===== src/rtl/gpio_pincfg_pkg.sv =====
package gpio_pincfg_pkg;

  localparam int NUM_PINS  = 6;
  localparam int PIN_BASE  = 2;
  localparam int NUM_EXT   = 3;
  localparam int TMR_FIRST = 3;
  localparam int NUM_TMR   = 2;
  localparam int ADDR_W    = 8;
  localparam int DATA_W    = 8;

  localparam logic [7:0] DATA_ADDR = 8'h00;
  localparam logic [7:0] CFG_BASE  = 8'h07;
  localparam logic [7:0] PEND_ADDR = 8'h0D;

  typedef struct packed {
    logic tio_sel;
    logic int_en;
    logic act_low;
    logic ttl;
    logic rsvd;
    logic od;
    logic pu;
    logic oe;
  } pin_cfg_t;

  function automatic pin_cfg_t cfg_sanitize(input logic [7:0] raw, input logic has_tmr);
    pin_cfg_t c;
    c = pin_cfg_t'(raw);
    c.rsvd = 1'b0;
    if (!has_tmr) c.tio_sel = 1'b0;
    return c;
  endfunction

endpackage


===== src/rtl/gpio_sync2.sv =====
module gpio_sync2 #(
  parameter int W = 1
) (
  input  logic         clk,
  input  logic         rst_n,
  input  logic [W-1:0] d,
  output logic [W-1:0] q
);
  logic [W-1:0] s1_q, s2_q;

  always_ff @(posedge clk or negedge rst_n) begin
    if (!rst_n) begin
      s1_q <= '0;
      s2_q <= '0;
    end else begin
      s1_q <= d;
      s2_q <= s1_q;
    end
  end

  assign q = s2_q;
endmodule


===== src/rtl/gpio_pin_drive.sv =====
module gpio_pin_drive #(
  parameter bit HAS_TMR = 1'b0
) (
  input  logic oe,
  input  logic od,
  input  logic tio_sel,
  input  logic data_bit,
  input  logic tmr_pulse,
  output logic drive_val,
  output logic pad_oe,
  output logic pad_out
);
  logic use_tmr;

  generate
    if (HAS_TMR) begin : g_tmr
      assign use_tmr = tio_sel & oe;
    end else begin : g_plain
      assign use_tmr = 1'b0 & tio_sel;
    end
  endgenerate

  assign drive_val = use_tmr ? tmr_pulse : data_bit;
  // open drain: only a low level is actively driven
  assign pad_oe  = oe & (~od | ~drive_val);
  assign pad_out = oe & ~od & drive_val;
endmodule


===== src/rtl/gpio_edge_pend.sv =====
module gpio_edge_pend #(
  parameter int W = 1
) (
  input  logic         clk,
  input  logic         rst_n,
  input  logic [W-1:0] obs,
  input  logic [W-1:0] act_low,
  input  logic [W-1:0] clr,
  output logic [W-1:0] pend
);
  logic [W-1:0] pol, prev_q, pend_q;

  // polarised level: an active edge is a 0->1 step of this value
  assign pol = obs ^ act_low;

  always_ff @(posedge clk or negedge rst_n) begin
    if (!rst_n) begin
      prev_q <= '0;
      pend_q <= '0;
    end else begin
      prev_q <= pol;
      pend_q <= (pend_q & ~clr) | (pol & ~prev_q);
    end
  end

  assign pend = pend_q;
endmodule


===== src/rtl/gpio_pincfg.sv =====
module gpio_pincfg
  import gpio_pincfg_pkg::*;
#(
  parameter int NP  = NUM_PINS,
  parameter int NE  = NUM_EXT,
  parameter int NT  = NUM_TMR,
  parameter int TF  = TMR_FIRST,
  parameter int PB  = PIN_BASE,
  parameter int AW  = ADDR_W,
  parameter int DW  = DATA_W
) (
  input  logic          clk,
  input  logic          rst_n,
  input  logic          bus_wr_en,
  input  logic [AW-1:0] bus_addr,
  input  logic [DW-1:0] bus_wdata,
  output logic [DW-1:0] bus_rdata,
  input  logic [NP-1:0] pad_in,
  output logic [NP-1:0] pad_oe,
  output logic [NP-1:0] pad_out,
  output logic [NP-1:0] pad_pu,
  output logic [NP-1:0] pad_ttl,
  input  logic [NT-1:0] tmr_pulse,
  output logic [NT-1:0] tmr_cap,
  output logic [NE-1:0] irq_ext,
  output logic          irq_gpio
);
  localparam int NG = NP - NE;

  pin_cfg_t      cfg_q [NP];
  logic [NP-1:0] data_q;
  logic [NP-1:0] wr_cfg;
  logic          wr_data, wr_pend;
  logic [NP-1:0] pad_sync, drive_v, obs_v;
  logic [NP-1:0] od_v, en_v, al_v, clr_v, pend_v;

  assign wr_data = bus_wr_en && (bus_addr == AW'(DATA_ADDR));
  assign wr_pend = bus_wr_en && (bus_addr == AW'(PEND_ADDR));

  always_comb begin
    for (int k = 0; k < NP; k++) begin
      wr_cfg[k]  = bus_wr_en && (bus_addr == AW'(CFG_BASE) + AW'(k));
      od_v[k]    = cfg_q[k].od;
      en_v[k]    = cfg_q[k].int_en;
      al_v[k]    = cfg_q[k].act_low;
      pad_pu[k]  = cfg_q[k].pu;
      pad_ttl[k] = cfg_q[k].ttl;
    end
  end

  always_ff @(posedge clk or negedge rst_n) begin
    if (!rst_n) begin
      data_q <= '0;
      for (int k = 0; k < NP; k++) cfg_q[k] <= '0;
    end else begin
      if (wr_data) data_q <= bus_wdata[PB +: NP];
      for (int k = 0; k < NP; k++) begin
        if (wr_cfg[k])
          cfg_q[k] <= cfg_sanitize(bus_wdata[7:0], (k >= TF) && (k < TF + NT));
      end
    end
  end

  gpio_sync2 #(.W(NP)) sync_i (
    .clk   (clk),
    .rst_n (rst_n),
    .d     (pad_in),
    .q     (pad_sync)
  );

  for (genvar k = 0; k < NP; k++) begin : g_pin
    if ((k >= TF) && (k < TF + NT)) begin : g_t
      gpio_pin_drive #(.HAS_TMR(1'b1)) drv_i (
        .oe        (cfg_q[k].oe),
        .od        (cfg_q[k].od),
        .tio_sel   (cfg_q[k].tio_sel),
        .data_bit  (data_q[k]),
        .tmr_pulse (tmr_pulse[k-TF]),
        .drive_val (drive_v[k]),
        .pad_oe    (pad_oe[k]),
        .pad_out   (pad_out[k])
      );
    end else begin : g_n
      gpio_pin_drive #(.HAS_TMR(1'b0)) drv_i (
        .oe        (cfg_q[k].oe),
        .od        (cfg_q[k].od),
        .tio_sel   (cfg_q[k].tio_sel),
        .data_bit  (data_q[k]),
        .tmr_pulse (1'b0),
        .drive_val (drive_v[k]),
        .pad_oe    (pad_oe[k]),
        .pad_out   (pad_out[k])
      );
    end
    // observed pin value is taken after the output driver
    assign obs_v[k] = cfg_q[k].oe ? drive_v[k] : pad_sync[k];
  end

  assign clr_v = wr_pend ? bus_wdata[PB +: NP] : '0;

  gpio_edge_pend #(.W(NP)) pend_i (
    .clk     (clk),
    .rst_n   (rst_n),
    .obs     (obs_v),
    .act_low (al_v),
    .clr     (clr_v),
    .pend    (pend_v)
  );

  assign tmr_cap  = obs_v[TF +: NT];
  assign irq_ext  = pend_v[NE-1:0] & en_v[NE-1:0];
  assign irq_gpio = |(pend_v[NP-1 -: NG] & en_v[NP-1 -: NG]);

  always_comb begin
    bus_rdata = '0;
    if (bus_addr == AW'(DATA_ADDR)) bus_rdata[PB +: NP] = data_q;
    if (bus_addr == AW'(PEND_ADDR)) bus_rdata[PB +: NP] = pend_v;
    for (int k = 0; k < NP; k++) begin
      if (bus_addr == AW'(CFG_BASE) + AW'(k)) bus_rdata[7:0] = cfg_q[k];
    end
  end
endmodule


===== config.mk =====
export PLATFORM = sky130hd
export DESIGN_NAME = gpio_pincfg
export DESIGN_NICKNAME = d
export VERILOG_FILES = /design/src/rtl/gpio_pincfg_pkg.sv /design/src/rtl/gpio_sync2.sv /design/src/rtl/gpio_pin_drive.sv /design/src/rtl/gpio_edge_pend.sv /design/src/rtl/gpio_pincfg.sv
export SDC_FILE = /design/constraint.sdc
export NUM_CORES = 1
export LEC_CHECK = 0
export ABC_CLOCK_PERIOD_IN_PS = 1800
export BUFFER_PORTS_ARGS = -buffer_cell sky130_fd_sc_hd__buf_2
export CAP_MARGIN = 0
export CORE_MARGIN = 5
export CORE_UTILIZATION = 56
export CTS_CLUSTER_SIZE = 25
export DETAILED_ROUTE_END_ITERATION = 6
export GPL_ROUTABILITY_DRIVEN = 0
export PLACE_DENSITY = 0.8
export SLEW_MARGIN = 5
export SYNTH_ARGS = -nofsm -noshare
export SYNTH_HDL_FRONTEND = slang
export SYNTH_HIERARCHICAL = 1
export SYNTH_SLANG_ARGS = --single-unit

===== constraint.sdc =====
create_clock -name clk -period 1.8 [get_ports clk]
set_input_delay 0.09 -clock clk [delete_from_list [all_inputs] [get_ports clk]]
set_output_delay 0.09 -clock clk [all_outputs]
set_load 0.02 [all_outputs]

=== Word-level counts from Yosys, hierarchy flattened ===
Index checks and enable logic that the tools add are counted.

* Memories: 0
* Latch bits: 0
* Bits in writable memories: 0
* Register bits: 68
* Logic and storage cells: 123
* Input port bits: 27
* Bits in read-only memories: 0

* Bitwise operators: 46
* Shifts and indexed selects: 0
* Reductions and logical operators: 10
* Equal/unequal tests: 7
* Add/subtract/negate cells: 0
* Mux-type cells: 17
* $lt $le $gt $ge: 0
* Multiply operators: 0
* Divide/modulo/power cells: 0

{| class="wikitable"
|+ Operators by type and width
! operator !! count
|-
| == test 8 x 4 -> 1 bit (second input constant) || 6
|-
| 2-to-1 mux 8 bit || 6
|-
| AND 1 bit || 20
|-
| 2-to-1 mux 6 bit || 3
|-
| AND 6 bit || 2
|-
| NOT 1 bit || 12
|-
| NOT 6 bit || 2
|-
| == test 8 x 3 -> 1 bit (second input constant) || 1
|-
| logical AND 1 bit || 8
|-
| zero test 8 bit || 1
|-
| 2-to-1 mux 1 bit || 8
|-
| AND 3 bit || 2
|-
| bitwise OR 1 bit || 6
|-
| bitwise OR 6 bit || 1
|-
| XOR 6 bit || 1
|-
| OR reduction 3 bit || 1
|}

=== Depth between registers and ports, before layout ===
* Depth after elaboration: 9
* Depth in mapped cells: 7
* Mapped depth without buffers: 6

=== Modules after synthesis ===
The synthesis kept the hierarchy.

{| class="wikitable"
|+ Modules (own cells, without submodules)
! module !! instances !! cells each !! area each (sq um)
|-
| gpio_pincfg || 1 || 235 || 2562.5
|-
| gpio_edge_pend || 1 || 36 || 450.4
|-
| gpio_sync2 || 1 || 12 || 300.3
|-
| gpio_pin_drive (g_pin[3].g_t.drv_i ...) || 2 || 5 || 50.0
|-
| gpio_pin_drive (g_pin[0].g_n.drv_i ...) || 4 || 3 || 23.8
|}

=== Worst setup path after synthesis ===
No wires, ideal clock.

* Kind: input -> output
* From: input port bus_addr[0]
* To: output port bus_rdata[7]
* Stages on the path: 6
* Buffers on the path: 2
* Required time: 1.710 ns
* Slack: 0.197 ns
* Data arrival time: 1.513 ns
* Cells stage by stage: clkbuf_1 -> buf_1 -> nor2_1 -> o21ai_0 -> nand2_1 -> a211oi_1

* Cells in the longest elaborated chain, start to end: 9
* Elaborated cells between the ends (all ways): 16

{| class="wikitable"
|+ RTL lines
! element !! RTL line !! RTL
|-
| start: declaration || gpio_pincfg.sv:15 || <nowiki>input logic [AW-1:0] bus_addr,</nowiki>
|-
| zero test 8 bit || gpio_pincfg.sv:116 || <nowiki>if (bus_addr == AW'(DATA_ADDR)) bus_rdata[PB +: NP] = data_q;</nowiki>
|-
| 2-to-1 mux 6 bit || gpio_pincfg.sv:116 ||
|-
| 2-to-1 mux 6 bit || gpio_pincfg.sv:117 || <nowiki>if (bus_addr == AW'(PEND_ADDR)) bus_rdata[PB +: NP] = pend_v;</nowiki>
|-
| 2-to-1 mux 8 bit (5 in series) || gpio_pincfg.sv:119 || <nowiki>if (bus_addr == AW'(CFG_BASE) + AW'(k)) bus_rdata[7:0] = cfg_q[k];</nowiki>
|-
| 2-to-1 mux 8 bit (*) || gpio_pincfg.sv:119 ||
|-
| end: declaration || gpio_pincfg.sv:17 || <nowiki>output logic [DW-1:0] bus_rdata,</nowiki>
|}

Mark *: on every way between the ends. The rest lies on a longest branch, timed or not.

=== Final worst setup path ===
* From: register cfg_q (netlist bit al_v[4])
* To: output port bus_rdata[5]

* Cells in the longest elaborated chain, start to end: 2

{| class="wikitable"
|+ RTL lines
! element !! RTL line !! RTL
|-
| start: declaration || gpio_pincfg.sv:30 || <nowiki>pin_cfg_t cfg_q [NP];</nowiki>
|-
| start signal: indexed assignment || gpio_pincfg.sv:59 || <nowiki>cfg_q[k] <= cfg_sanitize(bus_wdata[7:0], (k >= TF) && (k < TF + NT));</nowiki>
|-
| 2-to-1 mux 8 bit (2 in series) || gpio_pincfg.sv:119 ||
|}

Every way passes these cells.

==> reports/metrics.yaml <==
status:
  status: "finished, violations left"
  violations: "negative setup slack"
yosys:
  syn_area_sq_mm: 0.003505
  syn_avg_cell_area_sq_um: 11.53
  synthCells: 304
  ys_warn_count: 6
  syn_nets: 331
placed_design:
  portBuffers: 64
  place_ws_ns: -0.01195
  dp_cells: 432
  hpwlAfterDp_microns: 6265
  dpl_cell_area_sq_mm: 0.003867
setup_path:
  r2r_slack_ns: 0.19
  crit_fanout: 2
  cp-end-kind: "output pin"
  worstSetupPathType: "flip-flop to output pin"
  path_delay_family: "compound AO/OA/AOI/OAI gates"
  crit_arrival_ns: 1.76
  path_cells: "mux2_4 > a221oi_2 > nor2_1 > a32oi_1 > a21oi_1 > buf_4"
  crit_required_ns: 1.71
  path_buf_inv: 1
  crit_path_start_kind: "flip-flop"
  crit_path_top_delay_cell: "dfrtp_1"
  crit_path_max_incr_delay_ns: 0.42
global_route:
  grt_use_met3_pct: 5.991
  grt_pass1_vias: 2693
  use_met2_pct: 39.38
  antenna_found_initial: 0
  grtUsageTotal_pct: 24.00
  top_usage_layer: "met2"
  grt_pass1_wl_microns: 13970
  gr-total-overflow: 0
  grt_util_met1_pct: 31.14
  grt_max_degree: 69
die:
  ioPinCount: 65
  num_rows: 28
  die_area_sq_mm: 0.007941
  die_height_microns: 89.11
  start_util_pct: 58.50
  fp.dieW_microns: 89.11
  coreArea_sq_mm: 0.005991
sta:
  hold_viol_final: 0
  fin_skew_ns: 0.008004
  period_share_pct: 102.8
  min_period_ns: 1.850
  fin_setup_tns_ns: -0.08680
  rsz0062_at_grt: "yes"
  drv_slew: 0
  setup_violations: 3
  hold_slack_ns: 0.02869
  tightest_slew_ns: 0.3741
  finalWorstSetupSlack_ns: -0.04988
  relSlewSlack_pct: 75.00
  clock.fmax_ghz: 0.5406
detailed_routing:
  vias: 2776
  wire_per_inst_microns: 19.29
  ant_nets: 0
  wl_microns: 8970
  drt-initial-drc-count: 381
  viasPerCell: 5.970
  first_pass_iters: 5
  drc_errors: 0
clocking:
  cts_max_level: 3
  clk_pin_slew_ns: 0.08
  cts_buffer_depth: 2
  clock_sinks: 68
  clk-insertion-delay-late_ns: 0.35
  root_buffer: "clkbuf_8"
  cts_made_buffers: 9
  cts_tree: "built"
min_path:
  hold_class: "input port to flip-flop"
finish:
  drive_gt1_share_pct: 44.87
  final_cells: 465
  nNetsFinal: 412
  final_cell_mix: "dfrtp_1 (67), buf_2 (61), mux2_2 (56)"
  fin_util_pct: 71.01
  fillCellCount: 445
  syn2layout_area_growth_pct: 21.39
  stdcell_area_sq_mm: 0.004254
  layout_commonest_cell: "dfrtp_1"
  seq_area_sq_mm: 0.001703
  n_antenna_cell: 0
  multiInputGateArea_sq_mm: 0.001575
power:
  p_per_area_mw_per_mm2: 801.9
  pwr-share-clk_pct: 38.7
  ir_drop_mv: 0.6568
  p_sw_uw: 899.2
  switching_share_pct: 26.36
  total_power_mw: 3.411
  p_int_mw: 2.512
  power_frac_seq_pct: 48.6
  p_comb_share_pct: 12.7
  leakage_nw: 2.165
flow_run:
  maxCapViolCount: 0
[worst reg2reg max path: stages, from the launching register on]
cell and delay [ns]:
dfrtp_1 0.42, nand2_1 0.10, mux2_2 0.33, mux2_2 0.29, xor2_1 0.17, a22o_1 0.20
[registers in the layout, indices dropped and copies added, names as in the netlist]
register,flops
cfg_q,20
al_v,6
pend_i/prev_q,6
pad_pu,6
sync_i/q,6
pad_ttl,6
data_q,6
sync_i/s1_q,6
pend_i/pend,6
[layout make-up]
class	count	share of cell area [%]
Sequential cell	68	40.03
Multi-Input combinational cell	193	37.03
Timing Repair Buffer	97	14.38
Clock buffer	11	3.559
Tap cell	75	2.206
Inverter	16	1.412
Clock inverter	5	1.382
[power by group through the flow]
stage	registers, mW	clock network [mW]	logic, mW
CTS	1.66	1.34	0.416
finish	1.66	1.32	0.432
global route	1.67	1.42	0.467
global placement	1.68	0	0.380
detailed placement	1.69	0	0.391
floorplan	1.67	0	0.251
[layer usage]
metal  vias up  wire length, microns  part of all wire [%]
met3        15                   688                   7.7
met4         0                   163                   1.8
met2       128                  4522                    50
met5         -                     0                     0
met1      1393                  3596                    40
li1       1240                     -                     -
[path summary, 6_finish.rpt]
path	depth (start not counted)	start	to
setup / recovery	6	al_v[4]$_DFFE_PN0P_	bus_rdata[5]
hold reg to reg	0	sync_i/s1_q[3]$_DFF_PN0_	sync_i/q[3]$_DFF_PN0_
min in group asynchronous	3	rst_n	data_q[1]$_DFFE_PN0P_
hold / removal	2	bus_wdata[7]	cfg_q[23]$_DFFE_PN0P_
setup reg to reg	5	cfg_q[23]$_DFFE_PN0P_	pend_i/pend[3]$_DFF_PN0_
max in group asynchronous	3	rst_n	cfg_q[16]$_DFFE_PN0P_
[timing repair]
action                     in CTS  in global routing
pin swaps                       4                  0
setup buffers                   3                  6
hold buffers                    8                  0
resized for setup               5                  4
hold endpoints to repair       75                  0
setup endpoints to repair       3                  5
cloned                          0                  0
Note: power is estimated with default switching activity, not from simulation.
